## src/rtl/divn_pkg.sv

```systemverilog
package divn_pkg;
  typedef enum logic [1:0] {ACT_IDLE, ACT_LOAD, ACT_STEP} act_e;

  // Next value when stepping down: wraps from zero to all ones.
  function automatic int unsigned step_down(int unsigned v, int unsigned w);
    int unsigned top;
    top = (32'd1 << w) - 32'd1;
    return (v == 0) ? top : v - 32'd1;
  endfunction

  // Terminal decode: zero count qualified by chain feedback.
  function automatic logic is_terminal(int unsigned v, logic fb);
    return (v == 0) && fb;
  endfunction
endpackage

```

## src/rtl/pin_sync.sv

```systemverilog
module pin_sync #(
  parameter int  STAGES  = 2,
  parameter logic RST_VAL = 1'b0
) (
  input  logic clk,
  input  logic clear,
  input  logic pin,
  output logic lvl
);
  logic [STAGES-1:0] sh;

  genvar i;
  generate
    for (i = 0; i < STAGES; i++) begin : g_stage
      if (i == 0) begin : g_first
        always_ff @(posedge clk or posedge clear)
          if (clear) sh[0] <= RST_VAL;
          else       sh[0] <= pin;
      end else begin : g_next
        always_ff @(posedge clk or posedge clear)
          if (clear) sh[i] <= RST_VAL;
          else       sh[i] <= sh[i-1];
      end
    end
  endgenerate

  assign lvl = sh[STAGES-1];
endmodule

```

## src/rtl/edge_qual.sv

```systemverilog
module edge_qual (
  input  logic clk,
  input  logic clear,
  input  logic clk_lvl,
  input  logic inh_lvl,
  output logic rise_seen,
  output logic fall_seen,
  output logic cnt_evt
);
  logic clk_prev, inh_prev;

  // Reset values chosen so that no edge is seen just after clear.
  always_ff @(posedge clk or posedge clear)
    if (clear) begin
      clk_prev <= 1'b1;
      inh_prev <= 1'b0;
    end else begin
      clk_prev <= clk_lvl;
      inh_prev <= inh_lvl;
    end

  assign rise_seen = clk_lvl & ~clk_prev & ~inh_lvl;
  assign fall_seen = inh_prev & ~inh_lvl & clk_lvl;
  // Coincident qualifying edges merge into one event.
  assign cnt_evt   = rise_seen | fall_seen;

  // a hold level that stays high produces no event.
  a_r3_hold_blocks: assert property (@(posedge clk) disable iff (clear)
    (inh_lvl && inh_prev) |-> !cnt_evt);
  // a falling hold while the count pin is high is an event.
  a_r4_hold_fall_counts: assert property (@(posedge clk) disable iff (clear)
    (inh_prev && !inh_lvl && clk_lvl) |-> cnt_evt);
endmodule

```

## src/rtl/down_stage.sv

```systemverilog
module down_stage
  import divn_pkg::*;
#(
  parameter int W = 4
) (
  input  logic         clk,
  input  logic         clear,
  input  logic         load_en,
  input  logic [W-1:0] load_val,
  input  logic         step,
  output logic [W-1:0] count
);
  act_e act;

  always_comb begin
    if (load_en)   act = ACT_LOAD;
    else if (step) act = ACT_STEP;
    else           act = ACT_IDLE;
  end

  always_ff @(posedge clk or posedge clear)
    if (clear) count <= '0;
    else begin
      case (act)
        ACT_LOAD: count <= load_val;
        ACT_STEP: count <= W'(step_down(32'(count), W));
        default:  count <= count;
      endcase
    end

  // load wins and copies the preset.
  a_r6_load_wins: assert property (@(posedge clk) disable iff (clear)
    load_en |=> count == $past(load_val));
  // one event lowers a non-zero count by one.
  a_r2_single_step: assert property (@(posedge clk) disable iff (clear)
    (!load_en && step && count != '0) |=> count == W'($past(count) - 1'b1));
  // stepping from zero wraps to all ones.
  a_r7_wrap: assert property (@(posedge clk) disable iff (clear)
    (!load_en && step && count == '0) |=> count == '1);
  // no event and no load leaves the count alone.
  a_r3_idle_holds: assert property (@(posedge clk) disable iff (clear)
    (!load_en && !step) |=> $stable(count));
endmodule

```

## src/rtl/divn_down_counter.sv

```systemverilog
module divn_down_counter
  import divn_pkg::*;
#(
  parameter int W           = 4,
  parameter int SYNC_STAGES = 2
) (
  input  logic         sys_clk,
  input  logic         clear,
  input  logic         cnt_pin,
  input  logic         hold_pin,
  input  logic         load_en,
  input  logic [W-1:0] load_val,
  input  logic         chain_fb,
  output logic [W-1:0] count,
  output logic         zero_flag
);
  logic clk_lvl, inh_lvl;
  logic rise_seen, fall_seen, cnt_evt;

  pin_sync #(.STAGES(SYNC_STAGES), .RST_VAL(1'b1)) u_sync_cnt (
    .clk(sys_clk), .clear(clear), .pin(cnt_pin), .lvl(clk_lvl));

  pin_sync #(.STAGES(SYNC_STAGES), .RST_VAL(1'b0)) u_sync_hold (
    .clk(sys_clk), .clear(clear), .pin(hold_pin), .lvl(inh_lvl));

  edge_qual u_edge (
    .clk(sys_clk), .clear(clear), .clk_lvl(clk_lvl), .inh_lvl(inh_lvl),
    .rise_seen(rise_seen), .fall_seen(fall_seen), .cnt_evt(cnt_evt));

  down_stage #(.W(W)) u_stage (
    .clk(sys_clk), .clear(clear), .load_en(load_en), .load_val(load_val),
    .step(cnt_evt), .count(count));

  assign zero_flag = is_terminal(32'(count), chain_fb);

  // clear holds the count at zero regardless of load.
  always @(posedge sys_clk)
    if (clear) a_r1_clear_zero: assert (count == '0);
  // coincident edges still step by exactly one.
  a_r5_one_step: assert property (@(posedge sys_clk) disable iff (clear)
    (rise_seen && fall_seen && !load_en && count != '0)
      |=> count == W'($past(count) - 1'b1));
  // with feedback low the flag never rises.
  a_r8_fb_gates: assert property (@(posedge sys_clk) disable iff (clear)
    !chain_fb |-> !zero_flag);
endmodule

```

## config.mk

```make
export PLATFORM = sky130hd
export DESIGN_NAME = divn_down_counter
export DESIGN_NICKNAME = d
export VERILOG_FILES = /design/src/rtl/divn_pkg.sv /design/src/rtl/pin_sync.sv /design/src/rtl/edge_qual.sv /design/src/rtl/down_stage.sv /design/src/rtl/divn_down_counter.sv
export SDC_FILE = /design/constraint.sdc
export NUM_CORES = 1
export LEC_CHECK = 0
export BUFFER_PORTS_ARGS = -buffer_cell sky130_fd_sc_hd__buf_2
export CORE_AREA = 2 2 39 41
export DETAILED_ROUTE_END_ITERATION = 8
export DIE_AREA = 0 0 41 43
export HOLD_SLACK_MARGIN = 0.1
export SLEW_MARGIN = 20
export SYNTH_ARGS = -nofsm -noshare
export SYNTH_HDL_FRONTEND = slang
export SYNTH_SLANG_ARGS = --single-unit
```

## constraint.sdc

```tcl
create_clock -name sys_clk -period 2.7 [get_ports sys_clk]
set_clock_uncertainty 0.05 [all_clocks]
set_input_delay 0.54 -clock sys_clk [delete_from_list [all_inputs] [get_ports sys_clk]]
set_output_delay 0.54 -clock sys_clk [all_outputs]
set_load 0.05 [all_outputs]
```

# [Word level (Yosys, flattened, before mapping)]
# Index checks and enable logic that the tools add are counted.
[word_totals] ff_bits=10 inputBits=10 output_inout_bits=5 wordCells=24
[classes] add_sub_neg=1 n_eq_ne=2 mux=4 bitwise=7 reduce_logical=3
[op_table] operator="4-bit case mux with 2 select lines" n=1
[op_table] operator="1-bit bitwise AND" n=4
[op_table] operator="4-bit zero test" n=1
[op_table] operator="2-bit 2-to-1 mux" n=2
[op_table] operator="4-bit 2-to-1 mux" n=1
[op_table] operator="4-bit by 1-bit subtractor with 4-bit output (second input constant)" n=1
[op_table] operator="2-bit by 1-bit == test with 1-bit output (second input constant)" n=1
[op_table] operator="2-bit == test (second input constant)" n=1
[op_table] operator="1-bit inverter" n=2
[op_table] operator="2-bit nonzero test" n=1
[op_table] operator="1-bit logical AND" n=1
[op_table] operator="1-bit OR" n=1

# [Depth between registers and ports, before layout]
[depth] ltp_word=8 depth_mapped=5 depth_no_buf=5

# [By module]
# A second synthesis with hierarchy kept.
[hier_totals] cells_unflattened=45 hier_area_um2=456.7
[modules_own_cells] mod="down_stage" instances=1 cells_per_inst=29 area_per_inst_um2=239.0 seq_area_each_um2=100.1
[modules_own_cells] mod="edge_qual" instances=1 cells_per_inst=8 area_per_inst_um2=88.8 seq_area_each_um2=51.3
[modules_own_cells] mod="pin_sync (u_sync_cnt)" instances=1 cells_per_inst=3 area_per_inst_um2=56.3 seq_area_each_um2=52.6
[modules_own_cells] mod="pin_sync (u_sync_hold)" instances=1 cells_per_inst=3 area_per_inst_um2=53.8 seq_area_each_um2=50.0
[modules_own_cells] mod="divn_down_counter" instances=1 cells_per_inst=2 area_per_inst_um2=18.8 seq_area_each_um2=0.0

# [Worst setup path after synthesis]
# Ideal clock, no wire load.
[synth_timing] kind="flip-flop to output port" from="register u_stage.count[1]" to="output port zero_flag" arrival_ns=1.355 slack_ns=0.755 stages_incl_launch_ff=4 n_path_buf=0 path_cell_list="dfrtp_1 inv_1 ha_1 and3_1"
[synth_via] elab_chain_len=2
[synth_rtl] element="from (decl)" line_no="down_stage.sv:11" source="output logic [W-1:0] count"
[synth_rtl] element="from (signal assigned)" line_no="down_stage.sv:25" source="ACT_LOAD: count <= load_val;"
[synth_rtl] element="from (signal assigned)" line_no="down_stage.sv:26" source="ACT_STEP: count <= W'(step_down(32'(count), W));"
[synth_rtl] element="from (signal assigned)" line_no="down_stage.sv:27" source="default: count <= count;"
[synth_rtl] element="4-bit zero test" line_no="divn_pkg.sv:13" source="return (v == 0) && fb;"
[synth_rtl] element="1-bit logical AND" line_no="divn_pkg.sv:13"
[synth_rtl] element="to (decl)" line_no="divn_down_counter.sv:15" source="output logic zero_flag"
# Every way passes these cells.

# [Worst setup path in the final report]
[layout_timing] from="register u_stage.count[0]" to="output port zero_flag"
# Same word-level chain as after synthesis.

==> results.md <==
* FFs w/ async S/R, synth at 100.0%
* Synthesized cell area at 450.4 µm²
* Filler cell count at 142
* Multi-input logic area at 177.7 µm²
* Final period util at 72.91%
* Slew Viols, Final at 0
* Antenna Nets Post-Route at 0
* WP data arrival at 1.38 ns
* Area of the core at 0.001384 mm²
* Via Count at 304
* Critical path depth in cells at 4
* I/O pins at 15
* Post-synth top cells: dfrtp_1, inv_1, dfstp_2, nand2_1, nor2_1
* Clk sink count at 10
* Worst hold slack at ~0.19 ns
* R2R setup slack at 1.25 ns
* Final HPWL DP at 600.7 µm
* Gpl congestion at 0.7154
* Die X at 41 µm
* Max_cap viols at 0
* Cells after synthesis at 37
* Syn_nets at 48
* Top Family by Delay on Critical Path: flip-flops
* Clk_lat worst skew at roughly 0.26 ns
* Via-to-Cell Ratio at 4.282
* Placed cell count at 67
* Setup TNS Final at 0 ns
* Initial antenna violation count at 0
* Total power draw at ~0.36 mW
* Share of layout cells above drive strength 1 at 45.45%
* Top-count cell post-synth: dfrtp_1
* GRT Resource Usage Total at 11.08%
* Worst r2r dst: u_stage.count[3]
* DRC violations left at 0
* Gr ovfl total at 0
* WL per Instance at approximately 11 µm
* Post-CTS Setup Inserts at 0
* Worst Setup SP: u_stage.count[0]
* CP bufs+invs at 2
* Reg2Reg Depth at 4
* I/O Buffers at 14
* Unique masters post-synth at 20
* CP endpoint kind: output port
* Register area at between 200 and 300 µm²
* Maximum vdd drop at 0.0003986 V
* Crit path max fanout at 6
* Crit path time final at 1.969 ns
* Die area at 0.001763 mm²
* Worst Path Required at 2.11 ns
* Status: complete, no violations
* Post-synthesis sequential area ratio at 56.39%
* Crit path to: zero_flag
* Post-synth top area share at around 39%
* Resized cells post-CTS at 0
* Setup Slack @ Placement at 0.9967 ns
* CTS buffer count at 3
* Clock Tree Root: clkbuf_4
* Fmax at between 500 and 600 MHz
* Finished Core Util at 40.96%
* Largest cells by area after synthesis: dfrtp_1, dfstp_2, inv_1
* Vias in the first global route at just over 300
* First-pass GRT wire length at roughly 1300 µm
* Starting Density at approximately 33%
* CTS max path bufs at 2
* Pwr dens at roughly 630 mW/mm²
* Post-synthesis register bit count at 10
* Final WL at 757 µm
* Max_slew headroom at between 70 and 80%
* RSZ-0062 raised after global routing: false
* Reg2reg start: u_stage.count[0]
* Area growth syn-to-layout at 25.83%
* Final instance area at 566.8 µm²
* Number of flops mapped to enable cells by yosys at 0
* Row count at 14
* Hold_buf cts at 0
* CTS tree: done
* Worst-Margin Slew at 0.3686 ns
* Synth area leader: dfrtp_1
* Detailed Routing Iterations Pass 1 at 4
* Antenna cells at 0
* Final Setup Violations at 0
* Final cell count without fillers at 71
* Final hold vios at 0
* Setup WS post-layout at approximately 0.73 ns
* Post-DP Area at 540.5 µm²
* Hold/Removal Path Class: in -> async
* DRT iter0 DRCs at 3
* Largest net degree at the start of global routing at 11
* Worst Setup Start Kind: flop
* Final nets at 67
* H-tree depth at 1
* Syn Area/Cell at between 10 and 15 µm²
* Max stage delay on crit path at 0.43 ns
* Synth Flop Type: dfrtp_1
* Pleak at 0.2853 nW
* Slowest CP cell: dfrtp_1
* Die extent in y at 43 µm
* Clock slew at reported path FFs at 0.06 ns
* CP Cell Sequence: inv_1, ha_1, and3_1, buf_2
* Yosys warns at 0
* Crit path kind: reg -> out
==> cell families (layout without fill, tap and decap cells) <==
logic type	after synthesis	in the layout	synth area share, %
flops	10	10	56.39
xor+xnor	1	1	1.945
compound gates	6	6	9.444
simple gates	12	12	19.72
fa+ha+maj	1	1	2.777
buf+inv	5	23	4.167
mux	2	2	5.555
==> worst min path at each step <==
stage / startpoint / endpoint / cells after the start
floorplan: u_sync_hold.sh[0] / u_sync_hold.lvl / 0
detailed placement: u_sync_hold.sh[0] / u_sync_hold.lvl / 0
global route: clear / u_edge.inh_prev / 2
global placement: u_sync_hold.sh[0] / u_sync_hold.lvl / 0
CTS: clear / u_edge.inh_prev / 2
finish: clear / u_edge.inh_prev / 2
==> metal layers <==
layer	up-vias	wire [µm]	GRT usage (%)
met1	135	359	13.04
met2	7	360	16.25
met4	0	0	2.000
met3	0	37	7.853
met5	-	0	0
li1	162	-	-
==> power by group <==
part	internal, mW	switching [mW]	total, mW
Clock	0.0568	0.0451	0.102
Sequential	0.163	0.0114	0.175
Combinational	0.0288	0.0510	0.0797
Total	0.249	0.107	0.356
==> area by class of cell <==
class	count	area share, %
sequential	10	44.81
clock buffer	4	4.636
tap	16	3.532
timing repair buffer	14	12.36
multi-input combinational	22	31.35
inverter	5	3.311
==> cells in the final DEF (no fill, tap or decap), types with 2 or more instances in the layout <==
cell type,count
inv_1,5
o21ai_0,2
buf_2,14
nor2_1,3
dfrtp_1,7
clkbuf_4,3
nand2_1,3
dfstp_2,3
==> registers in the layout, summed over array words and instances (netlist names) <==
name,count
u_sync_hold.sh,1
u_edge.inh_prev,1
u_edge.clk_prev,1
u_sync_cnt.lvl,1
u_sync_hold.lvl,1
u_stage.count,4
u_sync_cnt.sh,1
==> worst register-to-register path, cell delays in order, from the launching register on <==
cell	delay, ns
dfrtp_1	0.43
inv_1	0.07
ha_1	0.23
o311a_2	0.39
o22a_1	0.17
No activity file was read; power rests on OpenSTA's default activity.
